`src/rtl/dac_fe_pkg.sv`:
```
package dac_fe_pkg;
  localparam int DATA_W   = 12;
  localparam int NARROW_W = 8;
  localparam int BUS_W    = 32;
  localparam int HALF_W   = BUS_W / 2;
  localparam int TSEL_W   = 3;
  localparam int N_HW     = 7;
  localparam int TRIG_LAT = 3;

  typedef enum logic [2:0] {
    FMT_S12R = 3'd0,
    FMT_S12L = 3'd1,
    FMT_S8R  = 3'd2,
    FMT_D12R = 3'd3,
    FMT_D12L = 3'd4,
    FMT_D8R  = 3'd5
  } fmt_e;

  localparam logic [TSEL_W-1:0] TSEL_SW = '1;
endpackage

```
`src/rtl/dac_fmt_unpack.sv`:
```
module dac_fmt_unpack
  import dac_fe_pkg::*;
#(
  parameter int CH_IDX = 0
) (
  input  logic             we_i,
  input  logic [2:0]       fmt_i,
  input  logic [BUS_W-1:0] wdata_i,
  output logic             hold_we_o,
  output logic [DATA_W-1:0] hold_o
);
  localparam int R12_LO  = CH_IDX * HALF_W;
  localparam int L12_LO  = CH_IDX * HALF_W + HALF_W - DATA_W;
  localparam int R8_LO   = CH_IDX * NARROW_W;
  localparam int PAD_W   = DATA_W - NARROW_W;
  localparam int SL12_LO = HALF_W - DATA_W;

  always_comb begin
    hold_we_o = we_i;
    hold_o    = '0;
    unique case (fmt_i)
      FMT_S12R: hold_o = wdata_i[0 +: DATA_W];
      FMT_S12L: hold_o = wdata_i[SL12_LO +: DATA_W];
      FMT_S8R:  hold_o = {wdata_i[0 +: NARROW_W], {PAD_W{1'b0}}};
      FMT_D12R: hold_o = wdata_i[R12_LO +: DATA_W];
      FMT_D12L: hold_o = wdata_i[L12_LO +: DATA_W];
      FMT_D8R:  hold_o = {wdata_i[R8_LO +: NARROW_W], {PAD_W{1'b0}}};
      default:  hold_we_o = 1'b0;
    endcase
  end
endmodule

```
`src/rtl/dac_trig_unit.sv`:
```
module dac_trig_unit
  import dac_fe_pkg::*;
#(
  parameter int NUM_HW = N_HW,
  parameter int LAT    = TRIG_LAT
) (
  input  logic              clk_i,
  input  logic              rst_ni,
  input  logic              trig_en_i,
  input  logic [TSEL_W-1:0] tsel_i,
  input  logic [NUM_HW-1:0] hw_trig_i,
  input  logic              swtrig_set_i,
  output logic              hw_evt_o,
  output logic              load_o,
  output logic              swtrig_o
);
  localparam int NSTG = LAT - 1;

  logic            sel_lvl, sel_prev_q;
  logic            sw_mode, load_sw, swtrig_q;
  logic [NSTG-1:0] stg_q;

  assign sw_mode = trig_en_i && (tsel_i == TSEL_SW);
  assign sel_lvl = (int'(tsel_i) < NUM_HW) ? hw_trig_i[tsel_i] : 1'b0;
  assign hw_evt_o = trig_en_i && !sw_mode && sel_lvl && !sel_prev_q;
  assign load_sw  = sw_mode && swtrig_q;

  always_ff @(posedge clk_i or negedge rst_ni) begin
    if (!rst_ni) begin
      sel_prev_q <= 1'b0;
      swtrig_q   <= 1'b0;
      stg_q[0]   <= 1'b0;
    end else begin
      sel_prev_q <= sel_lvl;
      stg_q[0]   <= hw_evt_o;
      if (swtrig_set_i)  swtrig_q <= 1'b1;
      else if (load_sw)  swtrig_q <= 1'b0;
    end
  end

  // remaining delay stages of the hardware path
  for (genvar i = 1; i < NSTG; i++) begin : g_dly
    always_ff @(posedge clk_i or negedge rst_ni) begin
      if (!rst_ni) stg_q[i] <= 1'b0;
      else         stg_q[i] <= stg_q[i-1];
    end
  end

  assign load_o   = stg_q[NSTG-1] || load_sw;
  assign swtrig_o = swtrig_q;
endmodule

```
`src/rtl/dac_dma_ctl.sv`:
```
module dac_dma_ctl (
  input  logic clk_i,
  input  logic rst_ni,
  input  logic hw_evt_i,
  input  logic dma_en_i,
  input  logic ack_i,
  input  logic udr_clr_i,
  input  logic udr_ie_i,
  output logic req_o,
  output logic udr_o,
  output logic irq_o
);
  logic req_q, udr_q, pending;

  assign pending = req_q && !ack_i;

  always_ff @(posedge clk_i or negedge rst_ni) begin
    if (!rst_ni) begin
      req_q <= 1'b0;
      udr_q <= 1'b0;
    end else begin
      req_q <= pending;
      if (udr_clr_i) udr_q <= 1'b0;
      if (hw_evt_i && dma_en_i && !udr_q) begin
        if (pending) begin
          udr_q <= 1'b1;
          req_q <= 1'b0;
        end else begin
          req_q <= 1'b1;
        end
      end
    end
  end

  assign req_o = req_q;
  assign udr_o = udr_q;
  assign irq_o = udr_q && udr_ie_i;
endmodule

```
`src/rtl/dac_fe_top.sv`:
```
module dac_fe_top
  import dac_fe_pkg::*;
#(
  parameter int CH_IDX = 0
) (
  input  logic              clk_i,
  input  logic              rst_ni,
  input  logic              ctrl_we_i,
  input  logic              ctrl_en_i,
  input  logic              ctrl_trig_en_i,
  input  logic [TSEL_W-1:0] ctrl_tsel_i,
  input  logic              ctrl_dma_en_i,
  input  logic              ctrl_udr_ie_i,
  input  logic              hold_we_i,
  input  logic [2:0]        hold_fmt_i,
  input  logic [BUS_W-1:0]  hold_wdata_i,
  input  logic              swtrig_set_i,
  input  logic [N_HW-1:0]   hw_trig_i,
  input  logic [DATA_W-1:0] wave_add_i,
  input  logic              dma_ack_i,
  input  logic              udr_clr_i,
  output logic [DATA_W-1:0] dor_o,
  output logic              swtrig_o,
  output logic              dma_req_o,
  output logic              udr_flag_o,
  output logic              irq_o
);
  logic              en_q, trig_en_q, dma_en_q, udr_ie_q;
  logic [TSEL_W-1:0] tsel_q;
  logic [DATA_W-1:0] dhr_q, dor_q, hold_val;
  logic              hold_we, hw_evt, load;
  logic [DATA_W:0]   sum;

  always_ff @(posedge clk_i or negedge rst_ni) begin
    if (!rst_ni) begin
      en_q      <= 1'b0;
      trig_en_q <= 1'b0;
      tsel_q    <= '0;
      dma_en_q  <= 1'b0;
      udr_ie_q  <= 1'b0;
    end else if (ctrl_we_i) begin
      en_q      <= ctrl_en_i;
      trig_en_q <= ctrl_trig_en_i;
      dma_en_q  <= ctrl_dma_en_i;
      udr_ie_q  <= ctrl_udr_ie_i;
      if (!en_q) tsel_q <= ctrl_tsel_i;
    end
  end

  dac_fmt_unpack #(.CH_IDX(CH_IDX)) u_unpack (
    .we_i      (hold_we_i),
    .fmt_i     (hold_fmt_i),
    .wdata_i   (hold_wdata_i),
    .hold_we_o (hold_we),
    .hold_o    (hold_val)
  );

  dac_trig_unit u_trig (
    .clk_i        (clk_i),
    .rst_ni       (rst_ni),
    .trig_en_i    (trig_en_q),
    .tsel_i       (tsel_q),
    .hw_trig_i    (hw_trig_i),
    .swtrig_set_i (swtrig_set_i),
    .hw_evt_o     (hw_evt),
    .load_o       (load),
    .swtrig_o     (swtrig_o)
  );

  dac_dma_ctl u_dma (
    .clk_i     (clk_i),
    .rst_ni    (rst_ni),
    .hw_evt_i  (hw_evt),
    .dma_en_i  (dma_en_q),
    .ack_i     (dma_ack_i),
    .udr_clr_i (udr_clr_i),
    .udr_ie_i  (udr_ie_q),
    .req_o     (dma_req_o),
    .udr_o     (udr_flag_o),
    .irq_o     (irq_o)
  );

  assign sum = {1'b0, dhr_q} + {1'b0, wave_add_i};

  always_ff @(posedge clk_i or negedge rst_ni) begin
    if (!rst_ni) begin
      dhr_q <= '0;
      dor_q <= '0;
    end else begin
      if (hold_we) dhr_q <= hold_val;
      if (!trig_en_q)  dor_q <= dhr_q;
      else if (load)   dor_q <= sum[DATA_W] ? '1 : sum[DATA_W-1:0];
    end
  end

  assign dor_o = dor_q;
endmodule

```
`config.mk`:
```
export PLATFORM = sky130hd
export DESIGN_NAME = dac_fe_top
export DESIGN_NICKNAME = d
export VERILOG_FILES = /design/src/rtl/dac_fe_pkg.sv /design/src/rtl/dac_fmt_unpack.sv /design/src/rtl/dac_trig_unit.sv /design/src/rtl/dac_dma_ctl.sv /design/src/rtl/dac_fe_top.sv
export SDC_FILE = /design/constraint.sdc
export NUM_CORES = 1
export LEC_CHECK = 0
export ABC_AREA = 1
export BUFFER_PORTS_ARGS = -buffer_cell sky130_fd_sc_hd__buf_2
export CORE_ASPECT_RATIO = 2
export CORE_MARGIN = 2
export CORE_UTILIZATION = 55
export CTS_CLUSTER_SIZE = 8
export DETAILED_ROUTE_END_ITERATION = 6
export PLACE_DENSITY = 0.83
export SETUP_SLACK_MARGIN = 0.5
export SYNTH_ARGS = -nofsm -noshare
export SYNTH_HDL_FRONTEND = slang
export SYNTH_SLANG_ARGS = --single-unit
export TNS_END_PERCENT = 10
```
`constraint.sdc`:
```
create_clock -name clk_i -period 3.3 [get_ports clk_i]
set_input_delay 0.33 -clock clk_i [delete_from_list [all_inputs] [get_ports clk_i]]
set_output_delay 0.33 -clock clk_i [all_outputs]
set_load 0.005 [all_outputs]
```
==> key figures <==
Die
  • I/O pin cnt: 84
  • Initial core utilization: 0.5670
  • Die width: approximately 52 um
  • Core area: ~0.0046 sq mm
  • Die area: around 0.0053 sq mm
  • Cell row count: 35
  • Die Span Y: just over 100 um

STA
  • Worst setup margin: about 1.2 ns
  • Slew margin rel.: 0.4529
  • Worst slew pin tran: between 0.8 and 0.9 ns
  • Final period util: 0.6381
  • Max-slew violation count: 0
  • Tmin final: 2.106 ns
  • Skew final: approximately 0.008 ns
  • RSZ-0062 raised after global routing: false
  • Fin. Hold Viols: 0
  • Final Setup Violations: 0
  • Max Freq: 474.9 MHz
  • Fin Setup TNS: 0 ns

Setup path
  • Slowest CP cell: fa_1
  • Nature of the critical path endpoint: register
  • CP most frequent cell: nand2_1
  • Startpoint class of the critical path: register
  • Critical Path AT: 2.29 ns
  • Largest stage delay, worst path: between 0.4 and 0.5 ns
  • Critical-path cell list: ha_1 > fa_1 > nand2_1 > nand2_1 > nand3_1 > nand2_2 > a21oi_4 > nand3_1 > nand2_1 > nand2_1
  • WS Path Type: register to register
  • Critical Path RT: 3.49 ns
  • Critical Path Fanout Max: 6

Place
  • Placed standard-cell area: 0.002927 sq mm
  • I/O Buffers: 67
  • DP HPWL: just over 5000 um
  • Placed Cells incl. Taps: around 470
  • RD Place Congestion: 0.9397
  • Pre-CTS setup slack: roughly 1.2 ns

Clock tree
  • CTS tree: built
  • H-tree depth: 2
  • Clock transition at the registers of the reported paths: roughly 0.080 ns
  • CTS Buf Count: 5
  • CTS sink count: 37
  • Clk Tree Root Cell: clkbuf_8
  • Post_cts resized: 0
  • Clock Latency Late Sink: around 0.29 ns
  • Setup bufs post-CTS: 0
  • CTS Buffer Depth: 2
  • Hold buffers post-CTS: 0

Routing
  • WL/cell: between 10 and 15 um
  • Post-DRT Antenna Nets: 0
  • Final wirelength: about 6400 um
  • Starting DRT DRC Count: 50
  • Via count: 2505
  • Pre-Repair DR Iteration Count: 4
  • Routed vias/inst: roughly 5.2
  • # DRC: 0

Synth
  • Post-synthesis sequential area ratio: 0.3585
  • Synthesis Warnings: 0
  • Avg Inst Size Synth: between 7 and 8 sq um
  • Synth unique cells: 39
  • Ys async rst share: 1.000
  • Synth top area share: 0.3585
  • Cell count after synthesis: around 360
  • Primary FF master, synth: dfrtp_1
  • Main area contributors after synthesis: dfrtp_1 (36%), nand2_1 (15%), nor2_1 (6.3%), inv_1 (6.1%), ha_1 (5.8%)
  • Post-synth EDFFs: 0
  • Synth area leader: dfrtp_1
  • Post-Syn Area: 0.002582 sq mm
  • Register bit total from synthesis: 37
  • Syn nets: roughly 440

Final layout
  • Layout cell share with drive strength beyond 1: 0.2424
  • N_diodes: 0
  • Commonest non-fill, non-tap cells in the layout: nand2_1 (104), buf_2 (67), nor2_1 (43), inv_1 (42), dfrtp_1 (37)
  • Finished Layout Cells: 480
  • Synth-to-Final Area Change: 18.65%
  • Final instance area: between 0.003 and 0.004 sq mm
  • Total Nets Final: between 500 and 600
  • Commonest non-fill, non-tap cell in the layout: nand2_1

Global route
  • Number of global-route vias before repair: approximately 2500
  • Pin count of the biggest net entering global routing: 38
  • Global route overflow: 0
  • First-pass GRT wire length: about 11000 um
  • Total GRT Usage: 0.2743
  • Initial antenna violation count: 0

Power
  • Pleak: roughly 0.0016 uW
  • PnR Total Power: ~1700 uW
  • Power per cell area: approximately 540 mW/mm^2
  • Max IR drop VDD: between 0.3 and 0.4 mV

Status
  • Status: finished, final reports clean

Run
  • Max Cap Viol: 0

Hold path
  • Worst min path class: primary input to asynchronous set/reset pin
[layer usage]
| layer | vias to the layer above | GRT usage | wire, um | part of all wire |
|---|---|---|---|---|
| met1 | 1140 | 0.2906 | 2297 | 0.36 |
| met2 | 71 | 0.5058 | 3708 | 0.58 |
| li1 | 1275 | - | - | - |
| met5 | - | 0 | 0 | 0 |
| met3 | 19 | 0.03412 | 207 | 0.032 |
| met4 | 0 | 0.1341 | 209 | 0.033 |
[worst paths after layout]
| kind | cells after the start | slack, ns | end | from |
|---|---|---|---|---|
| worst max-delay path | 10 | 1.19 | dor_o[6] | dhr_q[0] |
| worst min-delay path | 1 | 0.11 | dhr_q[0] | rst_ni |
| worst max register to register | 10 | 1.19 | dor_o[6] | dhr_q[0] |
| max in group asynchronous | 1 | 2.66 | en_q | rst_ni |
| worst min register to register | 0 | 0.36 | u_trig.stg_q[1] | u_trig.stg_q[0] |
| min in group clk_i | 2 | 0.22 | u_dma.udr_o | udr_clr_i |
[flip-flops by register name (all words and copies together) (netlist names), 2 cells and up]
name          cells
dhr_q            12
dor_o            12
tsel_q            3
u_trig.stg_q      2
[cell usage after synthesis (2+ instances only)]
cell type and number:
nand3_1 21, inv_1 42, o21ai_1 4, xor2_1 5
a31oi_1 6, clkbuf_1 2, buf_6 2, o21ai_2 3
nand2_1 104, ha_1 12, xnor2_1 2, inv_2 2
a21oi_1 23, o21ai_0 8, nor3_4 2, dfrtp_1 37
nand2_2 13, buf_2 2, a41oi_1 2, nor2_1 43
nand4_1 4
[final cells by class]
| cell class | instances | area (sq um) |
|---|---|---|
| Clock buffer | 5 | 68.82 |
| Multi-Input combinational cell | 268 | 1423 |
| Inverter | 45 | 173.9 |
| Tap cell | 55 | 68.82 |
| Clock inverter | 3 | 68.82 |
| Sequential cell | 37 | 925.9 |
| Timing Repair Buffer | 67 | 335.3 |
| Fill cell | 434 | 1490 |
[critical path, delay by kind of cell, from the launching register on]
kind | cells | cell delay [ns]
AO/OA/AOI/OAI | 1 | 0.26
adder cells (fa/ha/maj) | 2 | 0.69
flip-flops | 1 | 0.41
AND/OR/NAND/NOR | 7 | 0.63
[kinds of logic (layout without fill, tap and decap cells)]
group / after synthesis / after routing / share of synthesized area
flip-flops: 37 / 37 / 0.3585
adder cells (fa/ha/maj): 13 / 13 / 0.06589
buffers and inverters: 52 / 120 / 0.09060
AND/OR/NAND/NOR: 194 / 194 / 0.3304
XOR/XNOR: 7 / 7 / 0.02374
multiplexers: 1 / 1 / 0.004360
AO/OA/AOI/OAI: 53 / 53 / 0.1265
[where the power goes]
part	switching, uW	leakage (uW)	internal (uW)
clock network	182	0.0000687	304
logic	339	0.00112	228
registers	73.0	0.000433	542
[per-stage QoR]
stage          utilization  hold slack, ns
2_1_floorplan            -         0.03441
3_3_place_gp        0.6426          0.3388
3_5_place_dp        0.6426          0.3365
4_1_cts             0.6728          0.1652
5_1_grt             0.6728          0.1888
6_report            0.6728          0.1118
No activity file was read; power rests on OpenSTA's default activity.
